<file path="src/rtl/irq_vector_ctl.sv">
module irq_vector_ctl #(
  parameter int EXT0_EDGE = 0,
  parameter int EXT1_EDGE = 2,
  parameter int VW        = 8,
  parameter int VEC_BASE  = 4,
  parameter int VEC_STEP  = 4
) (
  input  logic          clk,
  input  logic          rst_n,
  input  logic          ext0_pin,
  input  logic          ext1_pin,
  input  logic          tmr0_ovf,
  input  logic          tmr1_ovf,
  input  logic          ser_done,
  input  logic          mf_req,
  input  logic          wr_ctl0,
  input  logic          wr_ctl1,
  input  logic [7:0]    wdata,
  output logic [7:0]    ctl0,
  output logic [7:0]    ctl1,
  input  logic          sample_stb,
  input  logic          stack_full,
  input  logic          ret_valid,
  input  logic          ret_is_irq,
  output logic          ack,
  output logic [VW-1:0] vec
);
  localparam int NSRC = 6;
  localparam int HALF = NSRC / 2;
  localparam int SW   = $clog2(NSRC);

  function automatic logic edge_hit(int mode, logic cur, logic prev);
    case (mode)
      0:       return prev & ~cur;
      1:       return cur & ~prev;
      default: return cur ^ prev;
    endcase
  endfunction

  logic [NSRC-1:0] flag_q, en_q, flag_nxt, pend, clr_mask, hw_set;
  logic            me_q, pin0_q, pin1_q, ack_q, take;
  logic [SW-1:0]   sel;
  logic [VW-1:0]   vec_q;

  wire wdata_unused = wdata[7] ^ wdata[3];

  assign hw_set = {mf_req, ser_done, tmr1_ovf, tmr0_ovf,
                   edge_hit(EXT1_EDGE, ext1_pin, pin1_q),
                   edge_hit(EXT0_EDGE, ext0_pin, pin0_q)};
  assign pend     = flag_q & en_q & {NSRC{me_q & ~stack_full}};
  assign take     = sample_stb & (|pend);
  assign clr_mask = take ? (NSRC'(1) << sel) : '0;

  always_comb begin
    sel = '0;
    for (int i = NSRC - 1; i >= 0; i--)
      if (pend[i]) sel = SW'(i);
  end

  always_comb begin
    flag_nxt = flag_q;
    if (wr_ctl0) flag_nxt[HALF-1:0]    = wdata[4 +: HALF];
    if (wr_ctl1) flag_nxt[NSRC-1:HALF] = wdata[4 +: HALF];
    flag_nxt = (flag_nxt & ~clr_mask) | hw_set;
  end

  always_ff @(posedge clk or negedge rst_n) begin
    if (!rst_n) begin
      flag_q <= '0;
      en_q   <= '0;
      me_q   <= 1'b0;
      pin0_q <= 1'b0;
      pin1_q <= 1'b0;
      ack_q  <= 1'b0;
      vec_q  <= '0;
    end else begin
      pin0_q <= ext0_pin;
      pin1_q <= ext1_pin;
      flag_q <= flag_nxt;
      if (wr_ctl0) en_q[HALF-1:0]    <= wdata[3:1];
      if (wr_ctl1) en_q[NSRC-1:HALF] <= wdata[2:0];
      if (take)                        me_q <= 1'b0;
      else if (ret_valid && ret_is_irq) me_q <= 1'b1;
      else if (wr_ctl0)                me_q <= wdata[0];
      ack_q <= take;
      if (take) vec_q <= VW'(VEC_BASE + VEC_STEP * int'(sel));
    end
  end

  assign ctl0 = {1'b0, flag_q[HALF-1:0], en_q[HALF-1:0], me_q};
  assign ctl1 = {1'b0, flag_q[NSRC-1:HALF], 1'b0, en_q[NSRC-1:HALF]};
  assign ack  = ack_q;
  assign vec  = vec_q;
endmodule

</file>
<file path="config.mk">
export PLATFORM = sky130hd
export DESIGN_NAME = irq_vector_ctl
export DESIGN_NICKNAME = d
export VERILOG_FILES = /design/src/rtl/irq_vector_ctl.sv
export SDC_FILE = /design/constraint.sdc
export NUM_CORES = 1
export LEC_CHECK = 0
export BUFFER_PORTS_ARGS = -buffer_cell sky130_fd_sc_hd__buf_2
export CORE_UTILIZATION = 50
export CTS_CLUSTER_DIAMETER = 150
export DETAILED_ROUTE_END_ITERATION = 10
export GPL_TIMING_DRIVEN = 0
export PLACE_DENSITY = 0.95
export SETUP_SLACK_MARGIN = 0.1
export SLEW_MARGIN = 25
export SYNTH_ARGS = -nofsm -noshare
export SYNTH_HDL_FRONTEND = slang
export SYNTH_SLANG_ARGS = --single-unit
</file>
<file path="constraint.sdc">
create_clock -name clk -period 4.2 [get_ports clk]
set_input_delay 0.84 -clock clk [delete_from_list [all_inputs] [get_ports clk]]
set_output_delay 0.84 -clock clk [all_outputs]
set_load 0.01 [all_outputs]
</file>
# ---- Yosys cells after proc, flatten, opt, wreduce, memory -nomap -nowiden
# Index checks and enable logic that the tools add are counted.
dict set report word_totals {
  regBits 24
  in_bits 22
}
dict set report op_classes {
  n_addsub 1
  n_shift 1
  n_mux 12
  n_bitwise 11
  n_reduce_logical 3
}
# operator count
set op_table {}
lappend op_table {{two-way mux 3 bit} 8}
lappend op_table {{AND 6 bit} 3}
lappend op_table {{adder 3 x 5 -> 6 bit, first input constant} 1}
lappend op_table {{two-way mux 6 bit} 1}
lappend op_table {{inverter 6 bit} 1}
lappend op_table {{OR 6 bit} 1}
lappend op_table {{OR reduction 6 bit} 1}
lappend op_table {{<< shifter 1 x 3 -> 6 bit, first input constant} 1}
lappend op_table {{AND 1 bit} 3}
lappend op_table {{two-way mux 1 bit} 3}
lappend op_table {{nonzero test 3 bit} 1}
lappend op_table {{inverter 1 bit} 2}
lappend op_table {{logical AND 1 bit} 1}
lappend op_table {{XOR 1 bit} 1}

# ---- Longest topological paths before layout
# Gate-level depths: netlist of run 1.
dict set report logic_depth {
  ltp_word 14
  depth_mapped 8
  depth_no_buf 8
}

# ---- Least setup slack after synthesis of run 1
# No wires, ideal clock.
dict set report synth_timing {
  path_type {input port to flip-flop}
  startpoint {in stack_full}
  endpoint {reg vec_q[4] (netlist: vec[4])}
  arrival_ps 1978
  path_slack_ps 2142
  cell_stages 4
  cell_sequence {nand2b_1 > or4_4 > ha_1 > mux2i_1}
}
dict set report synth_via {
  elab_chain_len 10
  word_cells_on_any_way 12
  classes_between {add/sub: 1; mux: 6; bitwise: 4; reduce/logical: 1}
}
# item line
set synth_lines {}
lappend synth_lines {{start: declaration} 22} ;# input logic stack_full,
lappend synth_lines {{inverter 1 bit *} 50} ;# assign pend = flag_q & en_q & {NSRC{me_q & ~stack_full}};
lappend synth_lines {{AND 1 bit *} 50}
lappend synth_lines {{AND 6 bit *} 50}
lappend synth_lines {{two-way mux 3 bit (6 in series)} 57} ;# if (pend[i]) sel = SW'(i);
lappend synth_lines {{adder 3 x 5 -> 6 bit} 86} ;# if (take) vec_q <= VW'(VEC_BASE + VEC_STEP * int'(sel));
lappend synth_lines {{end signal: assignment} 86}
lappend synth_lines {{end: declaration} 43} ;# logic [VW-1:0] vec_q;
# Every way passes the cells marked *; elsewhere a longest branch is shown, timed or not.
# A chain may end at the register's enable or synchronous reset.

# ---- Worst setup path in the final report of run 1
# Ends and elaborated chain as after synthesis.

==> results, run 1 <==
- The run finished with clean final reports.
- Of the total synthesized cell area, the portion taken by XOR and XNOR cells is 0.00818.
- Cell internal power was estimated by the tool at 324 uW.
- Once detail routing completed, the nets flagged for antenna violations numbered 0.
- The CTS root buffer is sky130_fd_sc_hd__clkbuf_4.
- In this run the worst setup path begins at stack_full.
- The count of endpoints failing hold in the final timing report is 0.
- The delay of the slowest critical-path stage is 0.58 ns.
- The number of failing setup endpoints in the final timing report is 0.
- The fraction of layout instances using a drive strength above 1 is 0.414.
- The sequential area share after synthesis is 0.467.
- The post-synthesis simple-gate area fraction is 0.0888.
- Leaving out fill and tap cells, the most frequent cell in the layout is sky130_fd_sc_hd__buf_2.
- The switching power of the nets is 140 uW.
- The top-level port count is 47.
- The first-pass iteration count of the detailed router is 5.
- Across all register-to-register paths, the minimum setup slack is 2.33 ns.
- The overflow left after global routing is 0.
- The total power density per cell area is 345 nW/um^2.
- The worst path meets setup with 2.20 ns of slack.
- The combinational family with the most area after synthesis is multiplexers.
- For the worst-skew pair, the clock arrives at the later sink with an insertion delay of 0.29 ns.
- IR analysis of the VDD net gives a maximum drop of 0.000232 V.
- The first global-routing pass estimated 3620 um of wire.
- The critical path crosses 5 cells after its start point.
- The number of port buffers is 36.
- The core region area is 1980 um^2.
- In the layout the commonest cells are 36 x sky130_fd_sc_hd__buf_2, 20 x sky130_fd_sc_hd__dfrtp_1, 8 x sky130_fd_sc_hd__mux2i_1, 8 x sky130_fd_sc_hd__buf_4, 7 x sky130_fd_sc_hd__conb_1.
- After detailed routing, the total wire length is 2290 um.
- The post-CTS setup-driven buffer insertion count is 0.
- Once the clock tree was built, the resizer swapped 0 gates to a different size.
- The startpoint kind of the worst setup timing path is a primary input.
- Synthesis handed over a netlist of 94 instances.
- CTS saw 20 sinks.
- The worst setup path is captured at a flop.
- The final routed wire length divided by cell count is 13.7 um.
- The clock passes through at most 2 buffers.
- The die is 48.3 um wide.
- The multiplexer fraction of the synthesized cell area is 0.148.
- Dividing the final minimum period by the clock period gives 0.475.
- The die outline height is 48.3 um.
- Counting the fill cells in the layout gives 165.
- The setup total negative slack is 0 ns.
- The cell type group with the largest total delay on the critical path is simple AND/OR/NAND/NOR gates.
- The register clock-pin slew on the reported worst setup and hold paths is 0.11 ns.
- The full die area is 2330 um^2.
- Of the post-synthesis cell area, the dominant cell type holds 0.467.
- The cts-stage hold buffer count is 0.
- The adder and majority gate portion of the synthesized area is 0.0584.
- The relative contribution of the clock network to total power is 0.233.
- After the last flow step, the layout net total stands at 168.
- For this run, the number of Yosys warnings is 0.
- The critical path data required time is 4.41 ns.
- The final routed DRC violation total is 0.
- The min-delay analysis places its worst path in the category in -> async.
- The via count of the first global-routing pass is 828.
- After synthesis the cells add up to 1070 um^2.
- For this run, the total global-route usage over all layers was measured as 0.229.
- The area growth from synthesis to layout is 25.5%.
- The share of total power dissipated in combinational logic is 0.256.
- The count of inserted antenna diode cells is 0.
- Counting both buffers and inverters, the worst setup path holds a total of 1.
- The final number of max-transition violations was 0.
- The first routing iteration left 30 violations.
- For this run, asynchronously set or reset flops after synthesis account for 1.00.
- TritonCTS built the clock tree.
- The critical-path maximum fanout is 3.
- The area occupied by multi-input gates is 507 um^2.
- At the pin with the least slew margin, the transition time is 0.510 ns.
- The cell type contributing the most total cell area after synthesis is sky130_fd_sc_hd__dfrtp_1.
- The number of vias per cell after detailed routing is 5.28.
- The initial standard-cell utilization of the core is 0.540.
- In this run the critical register-to-register path is launched from flag_q[4].
- The number of synthesized flops with an enable pin is 0.
- The area of all sequential standard cells is 500 um^2.
- The global placer's final weighted congestion is 0.844.
- The floorplan row count is 16.
- The switching portion of total power is 0.302.
- For this design the static power due to leakage is 0.000677 uW.
- The most used flip-flop cell after synthesis is sky130_fd_sc_hd__dfrtp_1.
- The minimum clock period is 2.00 ns.
- The register bit count reported by yosys is 20.
- The part of the power in registers is 0.510.
- For the worst flop-to-flop path, the logic depth is 7.
- The routed layout has 881 vias.
- The standard cell with the maximum stage delay on the critical path is sky130_fd_sc_hd__or4_4.
- The area fraction in compound gates after synthesis was 0.145.
- The deepest level of the CTS H-tree is 1.
- Yosys mapped the design onto 28 distinct sky130hd cell types.
- The maximum number of pins on one net before global-route repair is 21.
- The post-placement setup slack is 1.93 ns.
- The class of the most critical setup path is in -> reg.
- After synthesis, the cell types taking the most area are sky130_fd_sc_hd__dfrtp_1 47%, sky130_fd_sc_hd__mux2i_1 7.5%, sky130_fd_sc_hd__mux2_2 6.3%.
- The number of antenna violations at the first check in global routing is 0.
- In this run the tightest slew margin relative to its limit is 0.660.
- The number of max-cap violations is 0.
- The achievable clock frequency is 0.501 GHz.
- The signal on the critical path passes through buf_2, nand2b_1, or4_4, ha_1, mux2i_1.
- At the worst endpoint, the arrival time is 2.21 ns.
- The post-synthesis area per instance is 11.4 um^2.
- Setup repair after global routing left no endpoint under its margin.
- Counting the buffers created by CTS gives 3.
- For the final database, setup skew stands at 0.00442 ns.
logic make-up (layout without fill, tap and decap cells):
| group | Yosys count | in the layout |
|---|---|---|
| buffers and inverters | 15 | 55 |
| DFF | 20 | 20 |
| muxes | 15 | 15 |
| other | 1 | 7 |
| adders and majority gates | 5 | 5 |
| AOI/OAI and AO/OA | 18 | 18 |
| xor gates and xnor gates | 1 | 1 |
| and+or+nand+nor | 19 | 19 |
metrics by stage:
stage	power [uW]	utilization	std cells	instance area (um^2)	hold slack, ns
6_report	464	0.678	167	1340	0.466
5_1_grt	490	0.678	167	1340	0.493
4_1_cts	468	0.678	167	1340	0.474
3_5_place_dp	358	0.660	163	1310	0.487
3_3_place_gp	349	0.660	163	1310	0.466
2_1_floorplan	308	-	100	1090	0.467
final cells by class:
type	count	share of cell area
buffer	10	0.0503
tap	27	0.0251
timing repair buffer	36	0.134
inverter	5	0.0140
sequential	20	0.372
multi-input combinational	65	0.377
clock buffer	4	0.0270
power groups by stage:
| stage | clock [uW] | sequential [uW] | combinational [uW] |
|---|---|---|---|
| floorplan | 0 | 244 | 63.4 |
| finish | 108 | 237 | 119 |
| global route | 118 | 240 | 132 |
| detailed placement | 0 | 240 | 118 |
| global placement | 0 | 236 | 113 |
| CTS | 113 | 236 | 119 |
sequential cells by signal (all words and copies together) (netlist names):
| name | cells |
|---|---|
| pin0_q | 1 |
| me_q | 1 |
| ack | 1 |
| pin1_q | 1 |
| vec | 4 |
| en_q | 6 |
| flag_q | 6 |
routing by layer:
metal  vias up  track usage  part of all wire  wire length [um]
li1        404            -                 -                 -
met1       425        0.280              0.41               939
met2        48        0.411              0.52              1180
met3         4       0.0259             0.059               135
met4         0       0.0889             0.015                35
met5         -            0                 0                 0
synthesized netlist by cell type, types with 2 or more instances:
| cell type | count |
|---|---|
| sky130_fd_sc_hd__dfrtp_1 | 20 |
| sky130_fd_sc_hd__buf_4 | 8 |
| sky130_fd_sc_hd__mux2i_1 | 8 |
| sky130_fd_sc_hd__mux2_2 | 6 |
| sky130_fd_sc_hd__nand2_1 | 6 |
| sky130_fd_sc_hd__ha_1 | 5 |
| sky130_fd_sc_hd__inv_1 | 5 |
| sky130_fd_sc_hd__nor2_1 | 5 |
| sky130_fd_sc_hd__a22oi_1 | 3 |
| sky130_fd_sc_hd__nand2b_1 | 3 |
| sky130_fd_sc_hd__o21ai_0 | 3 |
| sky130_fd_sc_hd__o21bai_1 | 3 |
| sky130_fd_sc_hd__a21oi_1 | 2 |
| sky130_fd_sc_hd__clkbuf_1 | 2 |
| sky130_fd_sc_hd__nor2b_1 | 2 |
path summary, 6_finish.rpt:
path,end
setup / recovery,vec[4]
hold / removal,vec[3]
setup reg to reg,vec[4]
hold reg to reg,vec[5]
max in group asynchronous,flag_q[1]
min in group clk,vec[5]
(Power assumes the default switching activity.)
==> run 2, diff against run 1 <==
ABC_AREA = 1   (was not set)
CORE_UTILIZATION = 47   (was 50)
PLACE_DENSITY = 0.89   (was 0.95)
clock period = 2 ns   (was 4.2 ns; I/O delays follow)
==> run 2 against run 1 <==
  * Core utilization fell by 5.1 points
  * Global-route usage is 5.1 points lower
  * Cell count up 23%
  * Non-clock buffer count stayed put
  * Die area rose by 13%
  * Worst hold slack worse by 0.45 ns
  * Area after synthesis grew 6.4%
  * Sequential cell count stayed put
  * Critical path depth rose by 4
  * Power up 130%
  * Clock power grew 120%
  * Critical path type is now reg -> reg
  * Largest cell class unchanged
==> results, run 2 <==
- The leakage component of the power is 0.000835 uW (+23%).
- The most used cell along the critical path is sky130_fd_sc_hd__nand2_1.
- The top-level port count is 47 (unchanged).
- The sequential area share after synthesis is 0.439 (-0.0282).
- The tightest min-delay check is of the in -> async type.
- The number of placed instances with taps included was 201 (+23%).
- The critical-path maximum fanout came to 5 (+2).
- The maximum vdd drop came to 0.000535 V (+130%).
- The full die area is 2630 um^2 (+13%).
- The latest clock arrival within the worst-skew pair is 0.31 ns (+0.02 ns).
- The fraction of layout instances using a drive strength above 1 is 0.384 (-0.0301).
- The top cell type's share of synthesized area came to 0.439 (-0.0282).
- The final number of max-transition violations was 0 (unchanged).
- The number of violations reported at the end of detailed-routing iteration 0 was 10 (-67%).
- The number of buffers and inverters on the critical path is 2 (+1).
- After synthesis, the most frequently instantiated cells are 49 x sky130_fd_sc_hd__nand2_1, 20 x sky130_fd_sc_hd__dfrtp_1, 14 x sky130_fd_sc_hd__inv_1.
- The overflow left after global routing was 0 (unchanged).
- The post-synthesis area per instance is 8.70 um^2 (-24%).
- The count of endpoints failing hold in the final timing report is 0 (unchanged).
- The delay of the slowest critical-path stage is 0.42 ns (-0.16 ns).
- The number of failing setup endpoints in the final timing report is 0 (unchanged).
- The number of vias per cell after detailed routing was 4.62 (-12%).
- The worst-case clock buffer depth is 2 (unchanged).
- The post-CTS setup-driven buffer insertion count was 0 (unchanged).
- Leaving out fill and tap cells, the most frequent cell in the layout is sky130_fd_sc_hd__nand2_1.
- The all-layer global routing usage is 0.179 (-0.0507).
- The endpoint arrival time on the critical path is 1.97 ns (-0.24 ns).
- The filler cell count in the final layout was 204 (+24%).
- The standard cell with the maximum stage delay on the critical path is sky130_fd_sc_hd__dfrtp_1.
- The minimum setup slack among reg-to-reg paths is 0.27 ns (-2.06 ns).
- The area of all sequential standard cells was 500 um^2 (unchanged).
- The critical path data required time is 2.24 ns (-2.17 ns).
- The signal on the critical path passes through nand2_1, inv_2, nand3_1, nand2_1, nand2_1, inv_1, ha_1, ha_1, o21ai_1.
- The library cells used most frequently in the layout, excluding fill and tap cells, are 49 x sky130_fd_sc_hd__nand2_1, 38 x sky130_fd_sc_hd__buf_2, 20 x sky130_fd_sc_hd__dfrtp_1.
- The count of inserted antenna diode cells was 0 (unchanged).
- Subtracting the final worst setup slack from the clock period gives 1.73 ns.
- The number of buffers created by CTS was 3 (unchanged).
- The number of port buffers is 36 (unchanged).
- The final routed DRC violation total came to 0 (unchanged).
- The count of different cell masters after synthesis came to 23 (-18%).
- The root buffer cell chosen for the clock tree is sky130_fd_sc_hd__clkbuf_4.
- The register bit count reported by yosys is 20 (unchanged).
- The final cell count without fillers is 205 (+23%).
- The number of antenna violations at the first check in global routing came to 0 (unchanged).
- The count of antenna-violating nets left after detailed routing is 0 (unchanged).
- The worst clock skew is 0.00630 ns (+0.00188 ns).
- The deepest level of the CTS H-tree was 1 (unchanged).
- The post-cts sizing count is 0 (unchanged).
- The number of synthesized flops with an enable pin is 0 (unchanged).
- The maximum number of pins on one net before global-route repair was 21 (unchanged).
- The floorplan row count came to 17 (+1).
- The total power density per cell area is 741 nW/um^2 (+110%).
- The core region area is 2250 um^2 (+14%).
- The async set-reset flop share out of synthesis is 1.00 (unchanged).
- The total cell area at the placement stage came to 1380 um^2 (+5.4%).
- Yosys instantiated no cell more often than sky130_fd_sc_hd__nand2_1.
- Relative to the synthesized area, the layout overhead comes to 24.0%.
- The placed wire-length estimate is 1820 um.
- The gate count of the mapped netlist came to 131 (+39%).
- The class of the most critical setup path is reg -> reg.
- The worst-case hold slack came to 0.0145 ns (-0.452 ns).
- The detailed route wirelength on metal2 is 1130 um (-4.5%).
- The cts-stage hold buffer count is 0 (unchanged).
- In the finished design, the share of the clock period the worst path needs comes to 0.863.
- On the critical path the largest part of the delay comes from adder cells.
- The Yosys warning count was 0 (unchanged).
- The setup total negative slack is 0 ns (unchanged).
- The summed area of non-filler cells in the final layout came to 1410 um^2 (+5.2%).
- The number of sinks handled by clock tree synthesis was 20 (unchanged).
- Setup repair after global routing left no endpoint under its margin.
- The die outline height was 51.2 um (+6.1%).
- The final routed wirelength across all metal layers is 2250 um (-1.9%).
- The netlist area before placement came to 1140 um^2 (+6.4%).
- The final routed wire length divided by cell count came to 11.0 um (-20%).
- The clock tree from TritonCTS is done.
- The area occupied by multi-input gates is 529 um^2 (+4.4%).
- The power consumption came to 1050 uW (+130%).
- The die span in x was 51.2 um (+6.1%).
- The global-route wire length before repair is 3510 um (-3.0%).
- The global placer's final weighted congestion is 0.845 (about the same).
- The routed length on met1 is 927 um (-1.3%).
- The count of vias placed by the detailed router came to 947 (+7.5%).
- The achievable clock frequency is 0.579 GHz.
- The run finished with clean final reports.
- The register clock-pin slew on the reported worst setup and hold paths is 0.11 ns (about the same).
- The endpoint class of the critical path is a flop.
- The net count reported at finish is 205 (+22%).
- The uppermost layer routed is met4.
- In the synthesized netlist the dominant register cell turns out to be sky130_fd_sc_hd__dfrtp_1.
- The startpoint kind of the worst setup timing path is a flop.
- The via count of the first global-routing pass is 889 (+7.4%).
- The number of max-cap violations came to 0 (unchanged).
- By area the synthesized netlist is led by sky130_fd_sc_hd__dfrtp_1 44%, sky130_fd_sc_hd__nand2_1 16%, sky130_fd_sc_hd__mux2_2 5.9%.
- The initial standard-cell utilization of the core is 0.506 (-0.0349).
- The first-pass iteration count of the detailed router is 4 (-1).
- The cell type contributing the most total cell area after synthesis is sky130_fd_sc_hd__dfrtp_1.
- The met3 wire length was 132 um (-2.2%).
run 2: cell count changes after synthesis, sizes merged, moves of 5 or more:
cell and change:
nand2 +47, inv +11, mux2i -7, nand3 +5
run 2: per-layer routing:
metal | track usage | vias to the layer above
met2 | 0.309 | 38
met3 | 0.0208 | 7
li1 | - | 483
met5 | 0 | -
met4 | 0.113 | 0
met1 | 0.208 | 419
run 2: worst paths after layout:
path                            cells after the start  startpoint   endpoint
worst max-delay path                                9        me_q     vec[4]
worst min register to register                      2      pin0_q  flag_q[0]
worst min-delay path                                1       rst_n     vec[3]
min in group clk                                    1    ext0_pin     pin0_q
max in group asynchronous                           1       rst_n    en_q[0]
worst max register to register                      9        me_q     vec[4]
run 2: metrics by stage:
step	util	setup slack, ns
final	0.627	0.273
after global routing	0.627	0.136
after CTS	0.627	0.261
after detailed placement	0.611	0.185
after global placement	0.611	0.246
after floorplan	-	0.462
run 2: kinds of logic (layout without fill, tap and decap cells):
| group | Yosys count | after routing | synth area share |
|---|---|---|---|
| AND/OR/NAND/NOR | 64 | 64 | 0.259 |
| adder cells (fa/ha/maj) | 5 | 5 | 0.0549 |
| XOR/XNOR | 1 | 1 | 0.00769 |
| flip-flops | 20 | 20 | 0.439 |
| multiplexers | 7 | 7 | 0.0681 |
| AO/OA/AOI/OAI | 7 | 7 | 0.0516 |
| other | 1 | 7 | 0.00329 |
| buffers and inverters | 26 | 66 | 0.116 |
run 2: power by group:
part	switching [uW]	total (uW)	internal (uW)
Combinational	184	322	138
Sequential	34.9	492	457
Clock	123	234	111
Total	342	1050	706
run 2: layout make-up:
cell class,instances,share of cell area
multi-input cells,91,0.374
flip-flops and latches,20,0.354
repair buffers,36,0.127
plain buffers,10,0.0496
inverters,16,0.0442
clock buffers,4,0.0257
well taps,28,0.0248
==> run 3, diff against run 2 <==
==> constraint.sdc (replaced) <==
create_clock -name clk -period 2 [get_ports clk]
set_input_delay 0.1 -clock clk [delete_from_list [all_inputs] [get_ports clk]]
set_output_delay 0.1 -clock clk [all_outputs]
set_load 0.01 [all_outputs]
==> run 3 against run 2 <==
  * Clock skew decreased by 0.0016 ns
  * Cell count increased by 3.9%
  * Cell area increased by 5.7%
  * Critical path depth unchanged
  * Worst setup slack got worse by 0.013 ns
  * Power increased by 1.3%
  * Global-route usage increased by 1.4 points
  * First-iteration DRC count increased by 40%
  * Register-to-register slack about the same
  * Combinational power increased by 4%
  * Critical endpoint unchanged
  * Highest routed layer unchanged
==> results, run 3 (synthesized netlist as in run 2, its figures left out) <==
- The number of buffers and inverters on the critical path was 2 (unchanged).
- The worst setup path is of the reg -> reg kind.
- The fraction of layout instances using a drive strength above 1 is 0.368 (-0.0166).
- The full die area was 2630 um^2 (unchanged).
- STA classifies the critical path startpoint as a flop.
- The overflow left after global routing was 0 (unchanged).
- The kind of cell with the highest combined delay along the critical path is adder cells.
- The global-route wire length before repair is 3770 um (+7.3%).
- The slowest stage of the critical path is the sky130_fd_sc_hd__dfrtp_1 cell.
- The maximum vdd drop is 0.000538 V (+0.65%).
- The number of failing setup endpoints in the final timing report is 0 (unchanged).
- The number of port buffers was 36 (unchanged).
- The achievable clock frequency is 0.575 GHz (-0.76%).
- The number of antenna violations at the first check in global routing is 0 (unchanged).
- The final number of max-transition violations is 0 (unchanged).
- The setup total negative slack is 0 ns (unchanged).
- The final routed DRC violation total is 0 (unchanged).
- The end of the worst hold path is en_q[1].
- The tightest min-delay check is of the in -> reg type.
- Relative to the synthesized area, the layout overhead comes to 31.1%.
- The all-layer global routing usage is 0.193 (+0.0138).
- The number of buffers created by CTS is 3 (unchanged).
- The count of endpoints failing hold in the final timing report came to 0 (unchanged).
- The worst-case clock buffer depth is 2 (unchanged).
- The net count reported at finish came to 213 (+3.9%).
- The number of cells traversed by the worst hold path is 3.
- The number of vias per cell after detailed routing came to 4.62 (+0.11%).
- The final routed wirelength across all metal layers is 2380 um (+6.0%).
- The critical path data required time was 2.24 ns (about the same).
- STA classifies the critical path endpoint as a flop.
- The startpoint identified for the worst register-to-register timing path is me_q.
- The via count of the first global-routing pass is 953 (+7.2%).
- The CTS root buffer is sky130_fd_sc_hd__clkbuf_4.
- The first-pass iteration count of the detailed router is 4 (unchanged).
- The maximum number of pins on one net before global-route repair is 21 (unchanged).
- The count of inserted antenna diode cells was 0 (unchanged).
- Setup repair after global routing left no endpoint under its margin.
- The total cell area at the placement stage is 1380 um^2 (unchanged).
- The minimum clock period came to 1.74 ns (+0.0132 ns).
- TritonCTS built the clock tree.
- The critical path goes through nand2_1, inv_2, nand3_1, nand2_1, nand2_1, inv_1, ha_1, ha_1, o21ai_1.
- The die outline height is 51.2 um (unchanged).
- The initial standard-cell utilization of the core was 0.506 (unchanged).
- The core region area is 2250 um^2 (unchanged).
- The die span in x is 51.2 um (unchanged).
- The summed area of non-filler cells in the final layout was 1490 um^2 (+5.7%).
- The total power density per cell area is 711 nW/um^2 (-4.1%).
- The number of sinks handled by clock tree synthesis came to 20 (unchanged).
- The fraction of the cycle the final worst path needs is 0.870 (+0.00658).
- The filler cell count in the final layout was 193 (-5.4%).
- The register clock-pin slew on the reported worst setup and hold paths is 0.11 ns (about the same).
- The number of violations reported at the end of detailed-routing iteration 0 was 14 (+4).
- The placed wire-length estimate is 1820 um (unchanged).
- The number of max-cap violations is 0 (unchanged).
- The run finished with clean final reports.
- The endpoint arrival time on the critical path came to 1.98 ns (about the same).
- The latest clock arrival within the worst-skew pair is 0.30 ns (about the same).
- The critical-path maximum fanout was 5 (unchanged).
- Leaving out fill and tap cells, the most frequent cells in the layout are 49 x sky130_fd_sc_hd__nand2_1, 38 x sky130_fd_sc_hd__buf_2, 20 x sky130_fd_sc_hd__dfrtp_1.
- The worst clock skew is 0.00467 ns (-0.00163 ns).
- The post-CTS setup-driven buffer insertion count is 0 (unchanged).
- The top-level port count was 47 (unchanged).
- The worst-case hold slack was 0.0216 ns (+0.00711 ns).
- The cell count of the worst reg-to-reg path is 9 (unchanged).
- The count of vias placed by the detailed router is 985 (+4.0%).
- The most numerous cell type found on the critical path is sky130_fd_sc_hd__nand2_1.
- The count of antenna-violating nets left after detailed routing is 0 (unchanged).
- The minimum setup slack among reg-to-reg paths came to 0.26 ns (about the same).
- The power consumption is 1060 uW (+1.3%).
- The leakage component of the power is 0.000869 uW (+4.0%).
- The startpoint identified for the worst hold timing path is wdata[2].
- The global placer's final weighted congestion was 0.845 (unchanged).
- The commonest non-fill, non-tap cell in the layout is sky130_fd_sc_hd__nand2_1.
- The delay of the slowest critical-path stage came to 0.42 ns (about the same).
- The floorplan row count is 17 (unchanged).
- The final routed wire length divided by cell count came to 11.2 um (+2.0%).
- The deepest level of the CTS H-tree is 1 (unchanged).
- The endpoint identified for the worst register-to-register timing path is vec[4].
==> run 3: changes by cell type in the layout (fill, tap and decap cells not counted) <==
cell and delta:
sky130_fd_sc_hd__dlygate4sd3_1 +8
==> run 3: cell type report <==
type	instances	area, um^2	area share
flip-flops and latches	20	500	0.335
plain buffers	10	70.1	0.0469
multi-input cells	91	529	0.354
well taps	28	35.0	0.0235
clock buffers	4	36.3	0.0243
inverters	16	62.6	0.0419
repair buffers	44	260	0.174
==> run 3: worst max-delay path by stage <==
stage,startpoint,end,slack (ns),cells past startpoint
6_report,me_q,vec[4],0.26,9
3_5_place_dp,me_q,vec[4],0.30,9
2_1_floorplan,me_q,vec[4],0.50,9
4_1_cts,me_q,vec[4],0.26,9
5_1_grt,me_q,vec[4],0.14,9
3_3_place_gp,me_q,vec[4],0.37,9
==> run 3: per-layer routing <==
layer | track usage | wire length [um] | share of wire | vias to the layer above
met2 | 0.331 | 1180 | 0.50 | 44
met4 | 0.122 | 78 | 0.033 | 0
met3 | 0.0238 | 140 | 0.059 | 9
met5 | 0 | 0 | 0 | -
li1 | - | - | - | 496
met1 | 0.225 | 982 | 0.41 | 436
==> run 3: timing repair <==
| action | 4_1_cts | 5_1_grt |
|---|---|---|
| resized for setup | 0 | 0 |
| endpoints found under the hold margin | 27 | 0 |
| hold buffers | 8 | 0 |
==> run 3: where the power goes <==
part           internal [uW]  leakage (uW)  switching (uW)
registers                457      0.000233            35.1
logic                    148      0.000615             188
clock network            111     0.0000210             122
==> run 3: worst reg2reg max path, cell delays in order, from the launching register on <==
cell and delay, ns:
sky130_fd_sc_hd__dfrtp_1 0.42, sky130_fd_sc_hd__nand2_1 0.14, sky130_fd_sc_hd__inv_2 0.10, sky130_fd_sc_hd__nand3_1 0.10
sky130_fd_sc_hd__nand2_1 0.05, sky130_fd_sc_hd__nand2_1 0.15, sky130_fd_sc_hd__inv_1 0.09, sky130_fd_sc_hd__ha_1 0.21
sky130_fd_sc_hd__ha_1 0.28, sky130_fd_sc_hd__o21ai_1 0.15
==> run 3: stage by stage <==
stage	util	instances	worst slack, ns
2_1_floorplan	-	137	0.502
3_3_place_gp	0.611	201	0.374
3_5_place_dp	0.611	201	0.298
4_1_cts	0.663	213	0.261
5_1_grt	0.663	213	0.136
6_report	0.663	213	0.260
